===== config.mk =====
export PLATFORM = sky130hd
export DESIGN_NAME = ecc_err_report
export DESIGN_NICKNAME = d
export VERILOG_FILES = /design/src/rtl/ecc_rpt_pkg.sv /design/src/rtl/ecc_rpt_ctrl.sv /design/src/rtl/ecc_rpt_capture.sv /design/src/rtl/ecc_rpt_rdmux.sv /design/src/rtl/ecc_err_report.sv
export SDC_FILE = /design/constraint.sdc
export NUM_CORES = 1
export LEC_CHECK = 0
export ABC_AREA = 1
export BUFFER_PORTS_ARGS = -buffer_cell sky130_fd_sc_hd__buf_4
export CORE_MARGIN = 5
export CORE_UTILIZATION = 45
export CTS_BUF_LIST = sky130_fd_sc_hd__clkbuf_2
export CTS_CLUSTER_SIZE = 25
export DETAILED_ROUTE_END_ITERATION = 8
export GPL_ROUTABILITY_DRIVEN = 1
export PLACE_DENSITY = 0.74
export SLEW_MARGIN = 20
export SYNTH_ARGS = -nofsm -noshare
export SYNTH_HDL_FRONTEND = slang
export SYNTH_SLANG_ARGS = --single-unit
export TNS_END_PERCENT = 10

===== constraint.sdc =====
create_clock -name clk_i -period 1.35 [get_ports clk_i]
set_clock_uncertainty 0.05 [all_clocks]
set_input_delay 0.0675 -clock clk_i [delete_from_list [all_inputs] [get_ports clk_i]]
set_output_delay 0.0675 -clock clk_i [all_outputs]
set_load 0.01 [all_outputs]

===== src/rtl/ecc_rpt_pkg.sv =====
package ecc_rpt_pkg;
  localparam int unsigned NSRC    = 2;
  localparam int unsigned SRC_RAM = 1;
  localparam int unsigned SRC_FLS = 0;

  localparam logic [7:0] OFF_CFG  = 8'h43;
  localparam logic [7:0] OFF_STAT = 8'h47;
  localparam logic [7:0] OFF_RAM  = 8'h50;
  localparam logic [7:0] OFF_FLS  = 8'h60;
  localparam logic [7:0] CAP_SPAN = 8'h10;

  localparam logic [3:0] FLD_MID  = 4'h4;
  localparam logic [3:0] FLD_ATTR = 4'h5;
  localparam logic [3:0] FLD_DATA = 4'h8;

  function automatic logic [7:0] cap_base(input int unsigned src);
    return (src == SRC_RAM) ? OFF_RAM : OFF_FLS;
  endfunction
endpackage


===== src/rtl/ecc_rpt_ctrl.sv =====
module ecc_rpt_ctrl
  import ecc_rpt_pkg::*;
(
  input  logic            clk_i,
  input  logic            rst_ni,
  input  logic            cfg_we_i,
  input  logic            stat_we_i,
  input  logic [7:0]      wdata_i,
  input  logic [NSRC-1:0] err_i,
  output logic [NSRC-1:0] en_o,
  output logic [NSRC-1:0] stat_o,
  output logic [NSRC-1:0] take_o,
  output logic            irq_o
);
  logic [NSRC-1:0] cfg_q, stat_q, take;

  assign take = err_i & cfg_q;

  always_ff @(posedge clk_i or negedge rst_ni) begin
    if (!rst_ni) cfg_q <= '0;
    else if (cfg_we_i) cfg_q <= wdata_i[NSRC-1:0];
  end

  // latest enabled event wins; RAM has priority; event beats a clear
  always_ff @(posedge clk_i or negedge rst_ni) begin
    if (!rst_ni) begin
      stat_q <= '0;
    end else if (|take) begin
      stat_q <= '0;
      if (take[SRC_RAM]) stat_q[SRC_RAM] <= 1'b1;
      else               stat_q[SRC_FLS] <= 1'b1;
    end else if (stat_we_i) begin
      stat_q <= stat_q & ~wdata_i[NSRC-1:0];
    end
  end

  assign en_o   = cfg_q;
  assign stat_o = stat_q;
  assign take_o = take;
  assign irq_o  = |(cfg_q & stat_q);
endmodule


===== src/rtl/ecc_rpt_capture.sv =====
module ecc_rpt_capture #(
  parameter int unsigned AW = 32,
  parameter int unsigned DW = 32,
  parameter int unsigned TW = 8,
  parameter int unsigned MW = 4
) (
  input  logic          clk_i,
  input  logic          rst_ni,
  input  logic          take_i,
  input  logic [AW-1:0] addr_i,
  input  logic [TW-1:0] attr_i,
  input  logic [DW-1:0] data_i,
  input  logic [MW-1:0] mid_i,
  output logic [AW-1:0] addr_o,
  output logic [TW-1:0] attr_o,
  output logic [DW-1:0] data_o,
  output logic [MW-1:0] mid_o
);
  always_ff @(posedge clk_i or negedge rst_ni) begin
    if (!rst_ni) begin
      addr_o <= '0;
      attr_o <= '0;
      data_o <= '0;
      mid_o  <= '0;
    end else if (take_i) begin
      addr_o <= addr_i;
      attr_o <= attr_i;
      data_o <= data_i;
      mid_o  <= mid_i;
    end
  end
endmodule


===== src/rtl/ecc_rpt_rdmux.sv =====
module ecc_rpt_rdmux
  import ecc_rpt_pkg::*;
#(
  parameter int unsigned AW = 32,
  parameter int unsigned DW = 32,
  parameter int unsigned TW = 8,
  parameter int unsigned MW = 4
) (
  input  logic [7:0]                 addr_i,
  input  logic [NSRC-1:0]            en_i,
  input  logic [NSRC-1:0]            stat_i,
  input  logic [NSRC-1:0][AW-1:0]    cap_addr_i,
  input  logic [NSRC-1:0][TW-1:0]    cap_attr_i,
  input  logic [NSRC-1:0][DW-1:0]    cap_data_i,
  input  logic [NSRC-1:0][MW-1:0]    cap_mid_i,
  output logic [7:0]                 rdata_o
);
  localparam int unsigned ABYTES = (AW + 7) / 8;
  localparam int unsigned DBYTES = (DW + 7) / 8;

  logic [8*ABYTES-1:0] a_ext;
  logic [8*DBYTES-1:0] d_ext;
  logic [7:0]          m_ext, t_ext, diff;
  logic [3:0]          off;

  always_comb begin
    rdata_o = '0;
    a_ext   = '0;
    d_ext   = '0;
    m_ext   = '0;
    t_ext   = '0;
    diff    = '0;
    off     = '0;
    if (addr_i == OFF_CFG)  rdata_o[NSRC-1:0] = en_i;
    if (addr_i == OFF_STAT) rdata_o[NSRC-1:0] = stat_i;
    for (int s = 0; s < NSRC; s++) begin
      diff = addr_i - cap_base(s);
      if (addr_i >= cap_base(s) && diff < CAP_SPAN) begin
        off            = diff[3:0];
        a_ext          = '0;
        d_ext          = '0;
        m_ext          = '0;
        t_ext          = '0;
        a_ext[AW-1:0]  = cap_addr_i[s];
        d_ext[DW-1:0]  = cap_data_i[s];
        m_ext[MW-1:0]  = cap_mid_i[s];
        t_ext[TW-1:0]  = cap_attr_i[s];
        if (32'(off) < ABYTES)                         rdata_o = a_ext[8*off +: 8];
        else if (off == FLD_MID)                       rdata_o = m_ext;
        else if (off == FLD_ATTR)                      rdata_o = t_ext;
        else if (off >= FLD_DATA && 32'(off - FLD_DATA) < DBYTES)
                                                       rdata_o = d_ext[8*(off - FLD_DATA) +: 8];
      end
    end
  end
endmodule


===== src/rtl/ecc_err_report.sv =====
module ecc_err_report
  import ecc_rpt_pkg::*;
#(
  parameter int unsigned AW = 32,
  parameter int unsigned DW = 32,
  parameter int unsigned TW = 8,
  parameter int unsigned MW = 4
) (
  input  logic          clk_i,
  input  logic          rst_ni,
  input  logic [7:0]    reg_addr_i,
  input  logic          reg_we_i,
  input  logic [7:0]    reg_wdata_i,
  output logic [7:0]    reg_rdata_o,
  input  logic          ram_err_i,
  input  logic [AW-1:0] ram_addr_i,
  input  logic [TW-1:0] ram_attr_i,
  input  logic [DW-1:0] ram_data_i,
  input  logic [MW-1:0] ram_mid_i,
  input  logic          flash_err_i,
  input  logic [AW-1:0] flash_addr_i,
  input  logic [TW-1:0] flash_attr_i,
  input  logic [DW-1:0] flash_data_i,
  input  logic [MW-1:0] flash_mid_i,
  output logic          irq_o
);
  logic [NSRC-1:0]         err, cfg_q, stat_q, take;
  logic [NSRC-1:0][AW-1:0] src_addr, cap_addr;
  logic [NSRC-1:0][TW-1:0] src_attr, cap_attr;
  logic [NSRC-1:0][DW-1:0] src_data, cap_data;
  logic [NSRC-1:0][MW-1:0] src_mid,  cap_mid;
  logic                    cfg_we, stat_we;

  assign err[SRC_RAM]      = ram_err_i;
  assign err[SRC_FLS]      = flash_err_i;
  assign src_addr[SRC_RAM] = ram_addr_i;
  assign src_addr[SRC_FLS] = flash_addr_i;
  assign src_attr[SRC_RAM] = ram_attr_i;
  assign src_attr[SRC_FLS] = flash_attr_i;
  assign src_data[SRC_RAM] = ram_data_i;
  assign src_data[SRC_FLS] = flash_data_i;
  assign src_mid[SRC_RAM]  = ram_mid_i;
  assign src_mid[SRC_FLS]  = flash_mid_i;

  assign cfg_we  = reg_we_i && (reg_addr_i == OFF_CFG);
  assign stat_we = reg_we_i && (reg_addr_i == OFF_STAT);

  ecc_rpt_ctrl u_ctrl (
    .clk_i    (clk_i),
    .rst_ni   (rst_ni),
    .cfg_we_i (cfg_we),
    .stat_we_i(stat_we),
    .wdata_i  (reg_wdata_i),
    .err_i    (err),
    .en_o     (cfg_q),
    .stat_o   (stat_q),
    .take_o   (take),
    .irq_o    (irq_o)
  );

  for (genvar g = 0; g < NSRC; g++) begin : g_cap
    ecc_rpt_capture #(.AW(AW), .DW(DW), .TW(TW), .MW(MW)) u_cap (
      .clk_i (clk_i),
      .rst_ni(rst_ni),
      .take_i(take[g]),
      .addr_i(src_addr[g]),
      .attr_i(src_attr[g]),
      .data_i(src_data[g]),
      .mid_i (src_mid[g]),
      .addr_o(cap_addr[g]),
      .attr_o(cap_attr[g]),
      .data_o(cap_data[g]),
      .mid_o (cap_mid[g])
    );
  end

  ecc_rpt_rdmux #(.AW(AW), .DW(DW), .TW(TW), .MW(MW)) u_rd (
    .addr_i    (reg_addr_i),
    .en_i      (cfg_q),
    .stat_i    (stat_q),
    .cap_addr_i(cap_addr),
    .cap_attr_i(cap_attr),
    .cap_data_i(cap_data),
    .cap_mid_i (cap_mid),
    .rdata_o   (reg_rdata_o)
  );
endmodule


==> results.sh, run 1 <==
export IMPL_status="aborted with a tool error"
export IMPL_lastStage="4_1_cts"
export IMPL_error="[ERROR RSZ-0060] Max buffer count reached."
export IMPL_ys_top_cells_by_count="316 x nand2_1, 156 x dfrtp_1, 76 x mux2_2"
export IMPL_syn_area_um2=7420
export IMPL_cts_buffers=17
export IMPL_cts_buffer_depth=2
export IMPL_syn_num_nets=1018
export IMPL_yosysWarnings=0
export IMPL_syn_inst=843
export IMPL_cts_hold_buf=260
export IMPL_place_ws_ns=-0.323
export IMPL_post_cts_buffers=0
export IMPL_synth_cell_types=35
export IMPL_synthArstFlopShare_pct=100
export IMPL_synth_seq_cells=156
export IMPL_yosysMostFrequentCell="nand2_1"
export IMPL_die_x_um=138
export IMPL_synth_flop_cell="dfrtp_1"
export IMPL_syn_area_per_cell_um2=8.80
export IMPL_synth_top_area_cell="dfrtp_1"
export IMPL_ys_seq_area_share_pct=52.6
export IMPL_clockRootBuffer="clkbuf_2"
export IMPL_synthTopCellsByArea="dfrtp_1 53%, nand2_1 16%, mux2_2 12%, nor2_1 3.6%, o21ai_0 3.0%"
export IMPL_yosysTopAreaCellShare_pct=52.6
export IMPL_ios=182
export IMPL_cts_sinks=156
export IMPL_hpwl_mm=16.9
export IMPL_rows=47
export IMPL_cts_repair_resized=33
export IMPL_synth_edff_count=0
export IMPL_io_buffers=175
export IMPL_initial_core_util_pct=45.2
export IMPL_htree_levels=4
export IMPL_die_h_um=138
export IMPL_globalplace_congestion=0.883
-- per-stage QoR --
step	instance area, um^2	TNS [ns]	cells
after global placement	9550	-2.11	1267
after detailed placement	9550	-2.22	1267
after floorplan	7430	-2.16	843
-- cell families after synthesis --
| logic type | synth area share (%) |
|---|---|
| AND/OR/NAND/NOR | 22.9 |
| adder cells (fa/ha/maj) | 0.337 |
| buffers and inverters | 3.88 |
| XOR/XNOR | 0.118 |
| AO/OA/AOI/OAI | 8.67 |
| multiplexers | 11.5 |
| flip-flops | 52.6 |
==> run 2: changes to the inputs <==
CORE_UTILIZATION = 30   (was 45)
CTS_BUF_LIST = unset   (was sky130_fd_sc_hd__clkbuf_2)
CTS_CLUSTER_SIZE = unset   (was 25)
PLACE_DENSITY = unset   (was 0.74)
PLACE_DENSITY_LB_ADDON = 0.15   (was unset)
clock period = 1.75 ns   (was 1.35 ns; I/O delays follow)
==> results.sh, run 2 <==
export IMPL_io_buffers=175
export IMPL_hp_start="ram_err_i"
export IMPL_cp_common_cell="nand2_1"
export IMPL_drc=0
export IMPL_fin_crit_sh_pct=111
export IMPL_critical_path_required_ns=1.61
export IMPL_cts_buffers=17
export IMPL_worst_r2r_setup_slack_ns=0.33
export IMPL_fin_util_pct=48.8
export IMPL_whs_ns=0.0292
export IMPL_multi_input_area_um2=3310
export IMPL_path_class="reg2out"
export IMPL_cp_max_fo=2
export IMPL_slew_headroom_pct=73.0
export IMPL_rsz0062_at_grt="yes"
export IMPL_fin_ws_ns=-0.185
export IMPL_synth_xor_area_share_pct=0.118
export IMPL_min_path_type="in2reg"
export IMPL_htree_levels=4
export IMPL_r2r_end="g_cap[0].u_cap.data_o[14]$_DFFE_PN0P_"
export IMPL_overflow=0
export IMPL_status="finished, violations left"
export IMPL_rows=57
export IMPL_grt_max_degree=78
export IMPL_seq_area_um2=3900
export IMPL_synth_top_family_by_area="simple AND/OR/NAND/NOR gates"
export IMPL_synthTopCellsByArea="dfrtp_1 53%, nand2_1 16%, mux2_2 12%, nor2_1 3.6%, o21ai_0 3.0%"
export IMPL_startpoint="g_cap[0].u_cap.addr_o[28]$_DFFE_PN0P_"
export IMPL_setup_viol=6
export IMPL_post_drt_wl_per_cell_um=16.5
export IMPL_synth_top_area_cell="dfrtp_1"
export IMPL_syn_area_um2=7420
export IMPL_clkTransAtPathRegs_ns=0.07
export IMPL_leakagePower_nw=5.99
export IMPL_synth_cell_types=35
export IMPL_hold_viol_final=0
export IMPL_synth_seq_cells=156
export IMPL_max_freq_mhz=517
export IMPL_setup_tns_ns=-1.02
export IMPL_viasPerCell=4.55
export IMPL_first_pass_iters=4
export IMPL_ys_top_cells_by_count="316 x nand2_1, 156 x dfrtp_1, 76 x mux2_2"
export IMPL_grt_pass1_vias=7406
export IMPL_clockRootBuffer="clkbuf_16"
export IMPL_worstHoldPathCells=4
export IMPL_start_kind="flop"
export IMPL_instances_no_fill=1552
export IMPL_slowest_delay_ns=0.36
export IMPL_synth_area_mux_share_pct=11.5
export IMPL_ios=182
export IMPL_drv_slew=0
export IMPL_crit_arrival_ns=1.80
export IMPL_worstPathCellList="nor2_1 -> nor2_1 -> o21ai_0 -> a31oi_1 -> nand2_1 -> nand2_1 -> nand2_1 -> a21oi_2 -> buf_4"
export IMPL_drive_gt1_share_pct=30.5
export IMPL_r2r_start="u_ctrl.en_o[0]$_DFFE_PN0P_"
export IMPL_area_growth_pct=60.0
export IMPL_nNetsFinal=1389
export IMPL_layout_common_cells="312 x nand2_1, 218 x buf_4, 158 x dlygate4sd3_1"
export IMPL_cts_sinks=156
export IMPL_power_density_nw_per_um2=945
export IMPL_period_needed_ns=1.94
export IMPL_nFillCells=2265
export IMPL_hpwl_mm=18.3
export IMPL_reg_top3="g_cap.u_cap.addr_o x64, g_cap.u_cap.data_o x64, g_cap.u_cap.attr_o x16"
export IMPL_syn_inst=843
export IMPL_core_um2=24300
export IMPL_synthAdderAreaFrac_pct=0.337
export IMPL_syn_area_per_cell_um2=8.80
export IMPL_die_h_um=167
export IMPL_synth_flop_cell="dfrtp_1"
export IMPL_worstSkewPairLatency_ns=0.42
export IMPL_synth_edff_count=0
export IMPL_vias=7061
export IMPL_drt_wl_total_mm=25.6
export IMPL_gr_usage_all_layers_pct=18.4
export IMPL_drtIter0Drc=353
export IMPL_yosysTopAreaCellShare_pct=52.6
export IMPL_yosysMostFrequentCell="nand2_1"
export IMPL_ys_seq_area_share_pct=52.6
export IMPL_violations="setup timing"
export IMPL_die_area_um2=28000
export IMPL_cts_tree="done"
export IMPL_worst_path_buf_inv=1
export IMPL_worst_pin_slew_ns=0.405
export IMPL_worst_hold_path_endpoint="u_ctrl.stat_o[0]$_DFFE_PN0P_"
export IMPL_synth_compound_area_share_pct=8.67
export IMPL_grt_pass1_wl_mm=40.5
export IMPL_ir_worst_vdd_v=0.000582
export IMPL_cap_violations=0
export IMPL_end_kind="primary output"
export IMPL_dp_cells=1361
export IMPL_globalplace_congestion=0.787
export IMPL_final_common_cell="nand2_1"
export IMPL_ant_nets=0
export IMPL_worstRegToRegCells=3
export IMPL_initial_core_util_pct=30.5
export IMPL_syn_num_nets=1018
export IMPL_critPathTopFamily="compound AO/OA/AOI/OAI gates"
export IMPL_synthArstFlopShare_pct=100
export IMPL_die_x_um=167
export IMPL_yosysWarnings=0
export IMPL_yosys_area_share_simple_pct=22.9
export IMPL_cts_buffer_depth=2
export IMPL_slowest_stage="dfrtp_1"
export IMPL_antenna_found_initial=0
run 2: cell counts after synthesis:
No cell type changed its count.
run 2: worst max path at each step:
stage / end / cells past startpoint
2_1_floorplan: g_cap[0].u_cap.data_o[16]$_DFFE_PN0P_ / 4
3_3_place_gp: reg_rdata_o[5] / 13
3_5_place_dp: reg_rdata_o[4] / 13
4_1_cts: reg_rdata_o[0] / 13
5_1_grt: reg_rdata_o[1] / 13
6_report: reg_rdata_o[4] / 9
run 2: kinds of logic (layout without fill, tap and decap cells):
kind of cell	Yosys count	in the layout
adder cells (fa/ha/maj)	2	2
AND/OR/NAND/NOR	429	429
other	0	1
multiplexers	76	76
buffers and inverters	68	452
XOR/XNOR	1	1
AO/OA/AOI/OAI	111	111
flip-flops	156	156
run 2: worst reg2reg max path: stages, from the launching register on:
cell and delay (ns):
dfrtp_1 0.44, nand2_4 0.19, buf_12 0.25, mux2_2 0.37
run 2: through the flow:
stage	setup slack, ns	power (W)	area (um^2)
6_report	-0.185	0.0112	11900
5_1_grt	-0.371	0.0119	11900
4_1_cts	-0.246	0.0113	11800
3_5_place_dp	-0.0271	0.00728	9640
3_3_place_gp	-0.0601	0.00725	9640
2_1_floorplan	0.283	0.00623	7420
run 2: timing repair:
action	CTS	global route
pin swaps	4	4
setup endpoints to repair	8	8
hold endpoints to repair	312	0
hold buffers	158	0
gates resized for setup	17	11
setup buffers	1	0
run 2: where the power goes:
group	switching, W	leakage, nW	internal, W	total [W]
combinational	0.000990	3.67	0.00137	0.00236
sequential	0.000598	2.04	0.00457	0.00517
clock	0.00167	0.284	0.00201	0.00369
total	0.00326	5.99	0.00795	0.0112
run 2: final cells by class:
cell class / instances / share of cell area, %
Clock buffer: 17 / 3.58
Antenna cell: 1 / 0.0211
Tap cell: 324 / 3.41
Timing Repair Buffer: 395 / 30.2
Clock inverter: 15 / 1.29
Sequential cell: 156 / 32.9
Multi-Input combinational cell: 619 / 27.9
Inverter: 25 / 0.790
run 2: layer usage:
metal,global-route usage [%],wire length [um]
met4,5.12,497
met3,4.36,1080
met5,0,0
met1,24.3,11500
met2,30.5,12600
Note: power is estimated with default switching activity, not from simulation.
==> run 3: changes to the inputs <==
SYNTH_HIERARCHICAL = 1   (was unset)
==> results.sh, run 3 <==
export IMPL_status="finished, violations left"
export IMPL_violations="setup timing"
export IMPL_yosysWarnings=6
export IMPL_vias=7570
export IMPL_drv_slew=0
export IMPL_r2r_end="u_ctrl/stat_o[1]$_DFFE_PN0P_"
export IMPL_ys_top_cells_by_count="543 x nand2_1, 156 x dfrtp_1, 63 x nor2_1"
export IMPL_r2r_start="u_ctrl/en_o[0]$_DFFE_PN0P_"
export IMPL_fin_util_pct=47.2
export IMPL_grt_max_degree=77
export IMPL_syn_area_um2=7650
export IMPL_syn_area_per_cell_um2=7.65
export IMPL_clkTransAtPathRegs_ns=0.07
export IMPL_viasPerCell=4.43
export IMPL_worstHoldPathCells=5
export IMPL_leakagePower_nw=6.13
export IMPL_drc=0
export IMPL_syn_inst=999
export IMPL_worst_r2r_setup_slack_ns=0.37
export IMPL_startpoint="g_cap[0].u_cap/data_o[16]$_DFFE_PN0P_"
export IMPL_critical_path_required_ns=1.61
export IMPL_hold_viol_final=0
export IMPL_p_int_w=0.00683
export IMPL_crit_arrival_ns=1.91
export IMPL_rsz0062_at_grt="yes"
export IMPL_htree_levels=4
export IMPL_power_density_nw_per_um2=803
export IMPL_min_path_type="in2reg"
export IMPL_cts_sinks=156
export IMPL_synthTopCellsByArea="dfrtp_1 51%, nand2_1 27%, nor2_1 3.1%, o21ai_0 2.6%, buf_6 2.5%"
export IMPL_end_kind="primary output"
export IMPL_layout_common_cells="537 x nand2_1, 233 x buf_4, 158 x dlygate4sd3_1"
export IMPL_area_growth_pct=55.1
export IMPL_path_class="reg2out"
export IMPL_reg_top3="g_cap.u_cap/addr_o x64, g_cap.u_cap/data_o x64, g_cap.u_cap/attr_o x16"
export IMPL_final_common_cell="nand2_1"
export IMPL_start_kind="flop"
export IMPL_die_x_um=170
export IMPL_p_sw_share_pct=28.2
export IMPL_worst_hold_path_endpoint="u_ctrl/en_o[0]$_DFFE_PN0P_"
export IMPL_nNetsFinal=1542
export IMPL_power_w=0.00952
export IMPL_slew_headroom_pct=66.9
export IMPL_synth_seq_cells=156
export IMPL_period_needed_ns=2.05
export IMPL_antenna_cells=0
export IMPL_p_comb_share_pct=18.8
export IMPL_rows=58
export IMPL_synth_edff_count=0
export IMPL_cts_buffer_depth=2
export IMPL_syn_num_nets=1174
export IMPL_setup_viol=8
export IMPL_synthArstFlopShare_pct=100
export IMPL_io_buffers=175
export IMPL_die_area_um2=28800
export IMPL_worstSkewPairLatency_ns=0.42
export IMPL_overflow=0
export IMPL_whs_ns=0.0491
export IMPL_post_drt_wl_per_cell_um=15.1
export IMPL_fin_ws_ns=-0.298
export IMPL_ys_seq_area_share_pct=51.0
export IMPL_yosysTopAreaCellShare_pct=51.0
export IMPL_core_um2=25100
export IMPL_cts_buffers=17
export IMPL_hpwl_mm=18.3
export IMPL_die_h_um=170
export IMPL_globalplace_congestion=0.782
export IMPL_drtIter0Drc=419
export IMPL_cp_max_fo=2
export IMPL_nFillCells=2502
export IMPL_synth_flop_cell="dfrtp_1"
export IMPL_fin_crit_sh_pct=117
export IMPL_antenna_found_initial=0
export IMPL_setup_tns_ns=-1.66
export IMPL_gr_usage_all_layers_pct=17.9
export IMPL_ios=182
export IMPL_power_frac_seq_pct=43.5
export IMPL_clockRootBuffer="clkbuf_16"
export IMPL_power_share_clock_pct=37.7
export IMPL_initial_core_util_pct=30.5
export IMPL_worstRegToRegCells=4
export IMPL_cap_violations=0
export IMPL_ir_worst_vdd_v=0.000483
export IMPL_worst_pin_slew_ns=0.496
export IMPL_ant_nets=0
export IMPL_dp_cells=1516
export IMPL_grt_pass1_wl_mm=40.5
export IMPL_synth_cell_types=39
export IMPL_instances_no_fill=1710
export IMPL_hp_start="reg_addr_i[2]"
export IMPL_drive_gt1_share_pct=23.0
export IMPL_switching_power_w=0.00269
export IMPL_grt_pass1_vias=7617
export IMPL_cts_tree="done"
export IMPL_drt_wl_total_mm=25.8
export IMPL_yosysMostFrequentCell="nand2_1"
export IMPL_synth_top_area_cell="dfrtp_1"
export IMPL_max_freq_mhz=488
export IMPL_first_pass_iters=5
-- run 3: cell types whose count changed in the layout (fill, tap and decap cells not counted), sizes merged, moves of 4 or more --
cell	delta
a22oi	+4
buf	+8
mux2	-76
nand2	+228
nand3	-13
nor2	-8
-- run 3: cell families (layout without fill, tap and decap cells) --
| family | Yosys count | count (layout) | share of synthesized area [%] |
|---|---|---|---|
| and+or+nand+nor | 637 | 637 | 32.2 |
| buffers and inverters | 84 | 465 | 6.90 |
| adders and majority gates | 2 | 2 | 0.327 |
| AOI/OAI and AO/OA | 119 | 119 | 9.42 |
| xor gates and xnor gates | 1 | 1 | 0.115 |
| DFF | 156 | 156 | 51.0 |
-- run 3: how the worst max path moves through the flow --
stage	endpoint	depth (start not counted)	slack [ns]
6_report	reg_rdata_o[0]	15	-0.30
4_1_cts	reg_rdata_o[0]	15	-0.34
2_1_floorplan	reg_rdata_o[3]	12	0.35
3_5_place_dp	reg_rdata_o[5]	13	-0.23
5_1_grt	reg_rdata_o[0]	15	-0.42
3_3_place_gp	reg_rdata_o[5]	13	-0.18
-- run 3: cell type report --
| class | count | area, um^2 | area share [%] |
|---|---|---|---|
| Clock buffer | 18 | 429 | 3.62 |
| Clock inverter | 14 | 138 | 1.16 |
| Inverter | 30 | 113 | 0.950 |
| Multi-Input combinational cell | 759 | 3310 | 27.9 |
| Sequential cell | 156 | 3900 | 32.9 |
| Tap cell | 330 | 413 | 3.48 |
| Timing Repair Buffer | 403 | 3550 | 30.0 |
-- run 3: routing by layer --
layer  GRT usage (%)  wire [um]  vias up
li1                -          -     3888
met1            25.0      12300     3498
met5               0          0        -
met2            29.6      12300      169
met3            2.35        953       15
met4            4.66        289        0
-- run 3: power by group through the flow --
stage          logic, W  registers (W)  clock network, W
6_report        0.00179        0.00414           0.00359
5_1_grt         0.00200        0.00418           0.00385
4_1_cts         0.00179        0.00414           0.00369
3_5_place_dp    0.00149        0.00420                 0
3_3_place_gp    0.00148        0.00420                 0
2_1_floorplan  0.000797        0.00414                 0
-- run 3: timing repair --
action / CTS / global route
setup endpoints to repair: 8 / 8
gates resized for setup: 12 / 14
hold buffers: 158 / 0
gates cloned: 0 / 0
pin swaps: 2 / 13
buffers inserted: 1 / 3
endpoints found under the hold margin: 272 / 0
-- run 3: stage by stage --
| step | setup slack, ns | area [um^2] |
|---|---|---|
| 2_1_floorplan | 0.348 | 7650 |
| 3_3_place_gp | -0.182 | 9590 |
| 3_5_place_dp | -0.233 | 9590 |
| 4_1_cts | -0.343 | 11800 |
| 5_1_grt | -0.415 | 11900 |
| 6_report | -0.298 | 11900 |
-- run 3: critical path: stages, from the launching register on --
cell and delay [ns]:
dfrtp_1 0.38, o21ai_1 0.11, nor2_1 0.06, nor2_2 0.10
nor2_1 0.05, nand2_1 0.06, nand2_1 0.06, nand2_1 0.07
nand3_2 0.08, nand2_1 0.07, nand2_1 0.04, nand2_1 0.05
nand2_1 0.05, nand2_2 0.09, nand2_2 0.08, buf_6 0.13
